<file path="config.mk">
export PLATFORM = sky130hd
export DESIGN_NAME = dma_status_regs
export DESIGN_NICKNAME = d
export VERILOG_FILES = /design/src/rtl/dmastat_pkg.sv /design/src/rtl/dmastat_word.sv /design/src/rtl/dmastat_ctrl_regs.sv /design/src/rtl/dmastat_irq.sv /design/src/rtl/dma_status_regs.sv
export SDC_FILE = /design/constraint.sdc
export NUM_CORES = 1
export LEC_CHECK = 0
export BUFFER_PORTS_ARGS = -buffer_cell sky130_fd_sc_hd__buf_2
export CORE_ASPECT_RATIO = 0.8
export CORE_UTILIZATION = 50
export CTS_CLUSTER_DIAMETER = 120
export DETAILED_ROUTE_END_ITERATION = 10
export PLACE_DENSITY = 0.69
export SETUP_SLACK_MARGIN = 0.4
export SLEW_MARGIN = 30
export SYNTH_ARGS = -nofsm -noshare
export SYNTH_HDL_FRONTEND = slang
export SYNTH_SLANG_ARGS = --single-unit
</file>
<file path="constraint.sdc">
create_clock -name clk -period 3 [get_ports clk]
set_clock_uncertainty 0.05 [all_clocks]
set_input_delay 0.6 -clock clk [delete_from_list [all_inputs] [get_ports clk]]
set_output_delay 0.6 -clock clk [all_outputs]
set_load 0.02 [all_outputs]
</file>
<file path="src/rtl/dmastat_pkg.sv">
package dmastat_pkg;
    localparam int NDIR      = 2;
    localparam int OFF_TXST  = 0;
    localparam int OFF_RXST  = 1;
    localparam int OFF_MASK  = 2;
    localparam int OFF_IVEC  = 3;
    localparam int OFF_FIFO  = 4;
    localparam int OFF_TXPTR = 5;
    localparam int OFF_RXPTR = 6;
    localparam int ERR_BIT_TX = 1;
    localparam int ERR_BIT_RX = 2;
endpackage

</file>
<file path="src/rtl/dmastat_word.sv">
module dmastat_word #(
    parameter int WORD_W  = 32,
    parameter int CNT_W   = 8,
    parameter int CNT_LSB = 16,
    parameter int ERR_BIT = 1
) (
    input  logic              clk,
    input  logic              rst_n,
    input  logic              pkt_evt,
    input  logic              err_evt,
    input  logic              dec_req,
    input  logic              clr_req,
    output logic [WORD_W-1:0] word
);
    typedef struct packed {
        logic [CNT_W-1:0] cnt;
        logic             done;
        logic             err;
    } st_t;

    st_t st_d, st_q;

    always_comb begin
        st_d = st_q;
        case ({pkt_evt, dec_req})
            2'b10:   st_d.cnt = st_q.cnt + CNT_W'(1);
            2'b01:   st_d.cnt = st_q.cnt - CNT_W'(1);
            default: st_d.cnt = st_q.cnt;
        endcase
        if (pkt_evt)
            st_d.done = 1'b1;
        else if (dec_req && st_d.cnt == '0)
            st_d.done = 1'b0;
        if (err_evt)
            st_d.err = 1'b1;
        else if (clr_req)
            st_d.err = 1'b0;
    end

    always_ff @(posedge clk) begin
        if (!rst_n) st_q <= '0;
        else        st_q <= st_d;
    end

    always_comb begin
        word = '0;
        word[CNT_LSB +: CNT_W] = st_q.cnt;
        word[0]                = st_q.done;
        word[ERR_BIT]          = st_q.err;
    end
endmodule

</file>
<file path="src/rtl/dmastat_ctrl_regs.sv">
module dmastat_ctrl_regs #(
    parameter int WORD_W  = 32,
    parameter int MASK_W  = 8,
    parameter int ENA_W   = 5,
    parameter int REQ_LSB = 8,
    parameter int RPL_LSB = 16
) (
    input  logic              clk,
    input  logic              rst_n,
    input  logic              wr_mask,
    input  logic              wr_fifo,
    input  logic              wr_txp,
    input  logic              wr_rxp,
    input  logic [WORD_W-1:0] wdata,
    output logic [MASK_W-1:0] mask,
    output logic [WORD_W-1:0] fifo,
    output logic [WORD_W-1:0] txp,
    output logic [WORD_W-1:0] rxp
);
    typedef struct packed {
        logic [MASK_W-1:0] mask;
        logic [WORD_W-1:0] fifo;
        logic [WORD_W-1:0] txp;
        logic [WORD_W-1:0] rxp;
    } ctl_t;

    ctl_t ctl_d, ctl_q;
    logic [WORD_W-1:0] aligned;
    logic [WORD_W-1:0] fifo_img;

    always_comb begin
        aligned  = {wdata[WORD_W-1:2], 2'b00};
        fifo_img = wdata;
        fifo_img[RPL_LSB +: ENA_W] = wdata[REQ_LSB +: ENA_W];
        ctl_d = ctl_q;
        if (wr_mask) ctl_d.mask = wdata[MASK_W-1:0];
        if (wr_fifo) ctl_d.fifo = fifo_img;
        if (wr_txp)  ctl_d.txp  = aligned;
        if (wr_rxp)  ctl_d.rxp  = aligned;
    end

    always_ff @(posedge clk) begin
        if (!rst_n) ctl_q <= '0;
        else        ctl_q <= ctl_d;
    end

    assign mask = ctl_q.mask;
    assign fifo = ctl_q.fifo;
    assign txp  = ctl_q.txp;
    assign rxp  = ctl_q.rxp;
endmodule

</file>
<file path="src/rtl/dmastat_irq.sv">
module dmastat_irq #(
    parameter int LOW_W = 4
) (
    input  logic [LOW_W-1:0]   tx_low,
    input  logic [LOW_W-1:0]   rx_low,
    input  logic [2*LOW_W-1:0] mask,
    output logic [2*LOW_W-1:0] vec,
    output logic               line
);
    assign vec  = mask & {rx_low, tx_low};
    assign line = |vec;
endmodule

</file>
<file path="src/rtl/dma_status_regs.sv">
module dma_status_regs #(
    parameter int ADDR_W  = 3,
    parameter int WORD_W  = 32,
    parameter int CNT_W   = 8,
    parameter int CNT_LSB = 16,
    parameter int LOW_W   = 4,
    parameter int ENA_W   = 5,
    parameter int REQ_LSB = 8,
    parameter int RPL_LSB = 16
) (
    input  logic              clk,
    input  logic              rst_n,
    input  logic [ADDR_W-1:0] reg_addr,
    input  logic              reg_wr,
    input  logic              reg_rd,
    input  logic [WORD_W-1:0] reg_wdata,
    output logic [WORD_W-1:0] reg_rdata,
    input  logic              tx_pkt_done,
    input  logic              tx_underrun,
    input  logic              rx_pkt_done,
    input  logic              rx_overflow,
    output logic              irq
);
    import dmastat_pkg::*;

    localparam int MASK_W = 2 * LOW_W;

    logic [NDIR-1:0]   pkt_evt, err_evt, st_wr;
    logic [WORD_W-1:0] stat_word [NDIR];
    logic [MASK_W-1:0] mask_q, ivec;
    logic [WORD_W-1:0] fifo_q, txp_q, rxp_q;

    assign pkt_evt = {rx_pkt_done, tx_pkt_done};
    assign err_evt = {rx_overflow, tx_underrun};
    assign st_wr   = {reg_wr && reg_addr == ADDR_W'(OFF_RXST),
                      reg_wr && reg_addr == ADDR_W'(OFF_TXST)};

    for (genvar g = 0; g < NDIR; g++) begin : g_dir
        localparam int EB = (g == 0) ? ERR_BIT_TX : ERR_BIT_RX;
        dmastat_word #(
            .WORD_W(WORD_W), .CNT_W(CNT_W), .CNT_LSB(CNT_LSB), .ERR_BIT(EB)
        ) u_word (
            .clk     (clk),
            .rst_n   (rst_n),
            .pkt_evt (pkt_evt[g]),
            .err_evt (err_evt[g]),
            .dec_req (st_wr[g] && reg_wdata[0]),
            .clr_req (st_wr[g] && reg_wdata[EB]),
            .word    (stat_word[g])
        );
    end

    dmastat_ctrl_regs #(
        .WORD_W(WORD_W), .MASK_W(MASK_W), .ENA_W(ENA_W),
        .REQ_LSB(REQ_LSB), .RPL_LSB(RPL_LSB)
    ) u_ctrl (
        .clk     (clk),
        .rst_n   (rst_n),
        .wr_mask (reg_wr && reg_addr == ADDR_W'(OFF_MASK)),
        .wr_fifo (reg_wr && reg_addr == ADDR_W'(OFF_FIFO)),
        .wr_txp  (reg_wr && reg_addr == ADDR_W'(OFF_TXPTR)),
        .wr_rxp  (reg_wr && reg_addr == ADDR_W'(OFF_RXPTR)),
        .wdata   (reg_wdata),
        .mask    (mask_q),
        .fifo    (fifo_q),
        .txp     (txp_q),
        .rxp     (rxp_q)
    );

    dmastat_irq #(.LOW_W(LOW_W)) u_irq (
        .tx_low (stat_word[0][LOW_W-1:0]),
        .rx_low (stat_word[1][LOW_W-1:0]),
        .mask   (mask_q),
        .vec    (ivec),
        .line   (irq)
    );

    typedef struct packed {
        logic [WORD_W-1:0] rdata;
    } rd_t;

    rd_t rd_d, rd_q;

    always_comb begin
        rd_d = rd_q;
        if (reg_rd) begin
            case (reg_addr)
                ADDR_W'(OFF_TXST):  rd_d.rdata = stat_word[0];
                ADDR_W'(OFF_RXST):  rd_d.rdata = stat_word[1];
                ADDR_W'(OFF_MASK):  rd_d.rdata = WORD_W'(mask_q);
                ADDR_W'(OFF_IVEC):  rd_d.rdata = WORD_W'(ivec);
                ADDR_W'(OFF_FIFO):  rd_d.rdata = fifo_q;
                ADDR_W'(OFF_TXPTR): rd_d.rdata = txp_q;
                ADDR_W'(OFF_RXPTR): rd_d.rdata = rxp_q;
                default:            rd_d.rdata = '0;
            endcase
        end
    end

    always_ff @(posedge clk) begin
        if (!rst_n) rd_q <= '0;
        else        rd_q <= rd_d;
    end

    assign reg_rdata = rd_q.rdata;
endmodule

</file>
==> impl_metrics.env <==
export IMPL_cp_max_fo=6
export IMPL_tightest_slew_ns=0.829
export IMPL_grt_remaining_overflow=0
export IMPL_clkSinkCount=147
export IMPL_crit_type="in2reg"
export IMPL_final_net_count=989
export IMPL_critPathRequiredTime_ns=3.25
export IMPL_setup_tns_ns=0
export IMPL_post_route_drc_count=0
export IMPL_dp_slack_ns=0.0366
export IMPL_antenna_left=0
export IMPL_crit_chain="buf_2, inv_6, nand3_4, nor2_4, ha_2, xor2_1, ha_2, a21oi_2, xnor2_1, nor2_1, xor2_1, or4b_1, nor4_2, a21oi_1"
export IMPL_hold_viol=0
export IMPL_status="completed"
export IMPL_drive_gt1_share_pct=18.4
export IMPL_setup_slack_ns=0.446
export IMPL_hold_class="in2reg"
export IMPL_r2r_end="g_dir[1].u_word.word[0]$_SDFFE_PN0P_"
export IMPL_ys_flop_type="dfxtp_1"
export IMPL_clkTransAtPathRegs_ns=0.06
export IMPL_worst_path_max_delay_cell="or4b_1"
export IMPL_p_total_w=0.00449
export IMPL_worstPathArrival_ns=2.80
export IMPL_async_flop_share_pct=0
export IMPL_hold_buffers=0
export IMPL_yosysSeqAreaShare_pct=40.0
export IMPL_cp_end_kind="flop"
export IMPL_cts_tree="built"
export IMPL_drt_iter0_drc=496
export IMPL_hold_slack_ns=0.359
export IMPL_area_growth_pct=16.5
export IMPL_gp_congestion=0.848
export IMPL_cts_made_buffers=17
export IMPL_fmax_mhz=392
export IMPL_clock_latency_ns=0.42
export IMPL_htree_levels=4
export IMPL_report_final_setup_viol=0
export IMPL_synth_cell_type_count=63
export IMPL_fp_dieH_microns=110
export IMPL_grt_pass1_wl_microns=29800
export IMPL_cts_max_path_buffers=2
export IMPL_synth_area_sq_um=7350
export IMPL_finalWirelength_microns=18100
export IMPL_via_per_inst=5.44
export IMPL_grt_max_degree=70
export IMPL_p_leak_nw=3.27
export IMPL_grt_use_total_pct=25.1
export IMPL_rows=39
export IMPL_start_util_pct=51.4
export IMPL_syn_num_nets=931
export IMPL_first_pass_iters=5
export IMPL_ys_ff_latch=147
export IMPL_die_area_sq_um=15200
export IMPL_dp_hpwl_microns=12000
export IMPL_slew_headroom_pct=44.7
export IMPL_pwr_density_cell_nw_per_um2=524
export IMPL_ff2ff_path_depth=9
export IMPL_synth_edff_count=0
export IMPL_reg2reg_from="g_dir[1].u_word.word[17]$_SDFF_PN0_"
export IMPL_io_buffers=75
export IMPL_vias=6179
export IMPL_post_route_min_period_ns=2.55
export IMPL_setup_worst_path_start="reg_addr[1]"
export IMPL_fp_dieW_microns=138
export IMPL_endpoint="g_dir[1].u_word.word[0]$_SDFFE_PN0P_"
export IMPL_insertedDiodeCount=0
export IMPL_crit_path_start_kind="input pin"
export IMPL_ys_warnings_count=0
export IMPL_core_area_sq_um=14300
export IMPL_io_pins=76
export IMPL_cp_slowest_stage_delay_ns=0.50
export IMPL_slew_violations=0
export IMPL_r2r_slack_ns=0.60
export IMPL_vdd_drop_max_uv=480
export IMPL_grt_pass1_vias=5725
export IMPL_synth_area_per_cell_sq_um=8.35
export IMPL_cts_root_buf="clkbuf_16"
export IMPL_antenna_found_initial=1
export IMPL_synthCells=880
export IMPL_cts_resized=0
export IMPL_rsz0062_at_grt="true"
export IMPL_drv_cap=0
export IMPL_finalCritPeriodShare_pct=85.1
export IMPL_wl_per_cell_microns=15.9
[synth_stat cells, types with 3 or more instances]
library cell / n / area, sq um
nand2_1: 192 / 721
dfxtp_1: 147 / 2940
a21boi_0: 88 / 661
clkbuf_1: 39 / 146
a21oi_1: 38 / 190
inv_1: 35 / 131
mux2i_1: 34 / 340
and2_1: 33 / 206
nor2_1: 30 / 113
o22ai_1: 29 / 181
nor2b_1: 28 / 175
buf_2: 26 / 130
xnor2_1: 14 / 123
and3_1: 11 / 68.8
o21ai_0: 11 / 55.1
nand3_1: 9 / 45.0
ha_1: 8 / 100
mux4_2: 8 / 180
nand2b_1: 8 / 50.1
mux2_2: 6 / 67.6
a31oi_1: 5 / 31.3
xor2_1: 5 / 43.8
a21o_1: 4 / 30.0
a22oi_1: 4 / 30.0
nor3_1: 4 / 20.0
nor3b_1: 4 / 30.0
o211a_1: 4 / 40.0
o211ai_1: 4 / 30.0
buf_4: 3 / 22.5
nor4b_1: 3 / 26.3
[state kept, by name, indices dropped and copies added, names as in the netlist]
name               cells
u_ctrl.mask            8
reg_rdata             32
u_ctrl.fifo           27
g_dir.u_word.word     20
u_ctrl.txp            30
u_ctrl.rxp            30
[stage by stage]
stage | instances | area [sq um] | utilization (%)
final | 1135 | 8560 | 59.9
after global routing | 1135 | 8560 | 59.9
after CTS | 1133 | 8540 | 59.8
after detailed placement | 1101 | 7970 | 55.8
after global placement | 1101 | 7970 | 55.8
after floorplan | 880 | 7430 | -
[how the worst min path moves through the flow]
| stage | from | end | slack (ns) | cells past startpoint |
|---|---|---|---|---|
| 2_1_floorplan | u_ctrl.rxp[16]$_SDFFE_PN0P_ | u_ctrl.rxp[16]$_SDFFE_PN0P_ | 0.39 | 2 |
| 3_3_place_gp | u_ctrl.txp[3]$_SDFFE_PN0P_ | u_ctrl.txp[3]$_SDFFE_PN0P_ | 0.40 | 2 |
| 3_5_place_dp | u_ctrl.rxp[18]$_SDFFE_PN0P_ | u_ctrl.rxp[18]$_SDFFE_PN0P_ | 0.40 | 2 |
| 4_1_cts | rx_overflow | g_dir[1].u_word.word[2]$_SDFFE_PN0P_ | 0.35 | 3 |
| 5_1_grt | reg_wdata[28] | u_ctrl.rxp[28]$_SDFFE_PN0P_ | 0.40 | 3 |
| 6_report | rx_overflow | g_dir[1].u_word.word[2]$_SDFFE_PN0P_ | 0.36 | 3 |
[worst max-delay path, delay by kind of cell]
family,cells,cell delay (ns)
AOI/OAI and AO/OA,2,0.14
and+or+nand+nor,5,0.95
xor gates and xnor gates,3,0.47
adders and majority gates,2,0.45
buffers and inverters,2,0.19
[area by class of cell]
type / instances / area, sq um
Clock buffer: 22 / 474
Fill cell: 1287 / 5740
Inverter: 35 / 136
Clock inverter: 10 / 96.3
Sequential cell: 147 / 2940
Timing Repair Buffer: 110 / 666
Tap cell: 184 / 230
Multi-Input combinational cell: 627 / 4010
[routing by layer]
| metal | track usage [%] | vias up | part of all wire [%] |
|---|---|---|---|
| li1 | - | 3106 | - |
| met1 | 35.4 | 2926 | 49 |
| met2 | 39.4 | 135 | 46 |
| met4 | 4.62 | 0 | 0.93 |
| met3 | 5.28 | 12 | 4.4 |
| met5 | 0 | - | 0 |
[cell families after synthesis]
| logic type | Yosys count | share of synthesized area, % |
|---|---|---|
| AOI/OAI and AO/OA | 211 | 19.9 |
| xor gates and xnor gates | 19 | 2.26 |
| adders and majority gates | 8 | 1.36 |
| buffers and inverters | 106 | 6.21 |
| DFF | 147 | 40.0 |
| muxes | 49 | 8.16 |
| and+or+nand+nor | 340 | 22.1 |
[cell usage in the layout (no fill, tap or decap), types with 4 or more instances in the layout]
cell type  Yosys  routed
a31oi_1        5       5
and2_1        33      33
nand2_1      192     192
clkbuf_16      0      17
a22oi_1        4       4
a21oi_1       38      38
nor2_1        30      28
xor2_1         5       5
o211a_1        4       4
dfxtp_1      147     147
inv_6          0       5
ha_1           8       4
a21o_1         4       4
nor2b_1       28      26
and3_1        11      11
mux2_2         6       6
mux4_2         8       8
o21ai_0       11      11
buf_4          3      34
nand2b_1       8       7
mux2i_1       34      34
o22ai_1       29      29
buf_2         26      74
inv_1         35      34
nand3_1        9       8
ha_2           0       4
xnor2_1       14      14
nor3b_1        4       4
a21boi_0      88      88
o211ai_1       4       4
[where the power goes]
| group | switching [W] | total, W | internal (W) |
|---|---|---|---|
| clock | 0.000841 | 0.00206 | 0.00122 |
| combinational | 0.000224 | 0.000385 | 0.000161 |
| sequential | 0.0000481 | 0.00205 | 0.00200 |
| total | 0.00111 | 0.00449 | 0.00337 |
[timing repair]
| item | CTS | global route |
|---|---|---|
| endpoints found under the hold margin | 0 | 0 |
| buffers inserted | 0 | 2 |
| endpoints found under the setup margin | 0 | 2 |
Note: power is estimated with default switching activity, not from simulation.
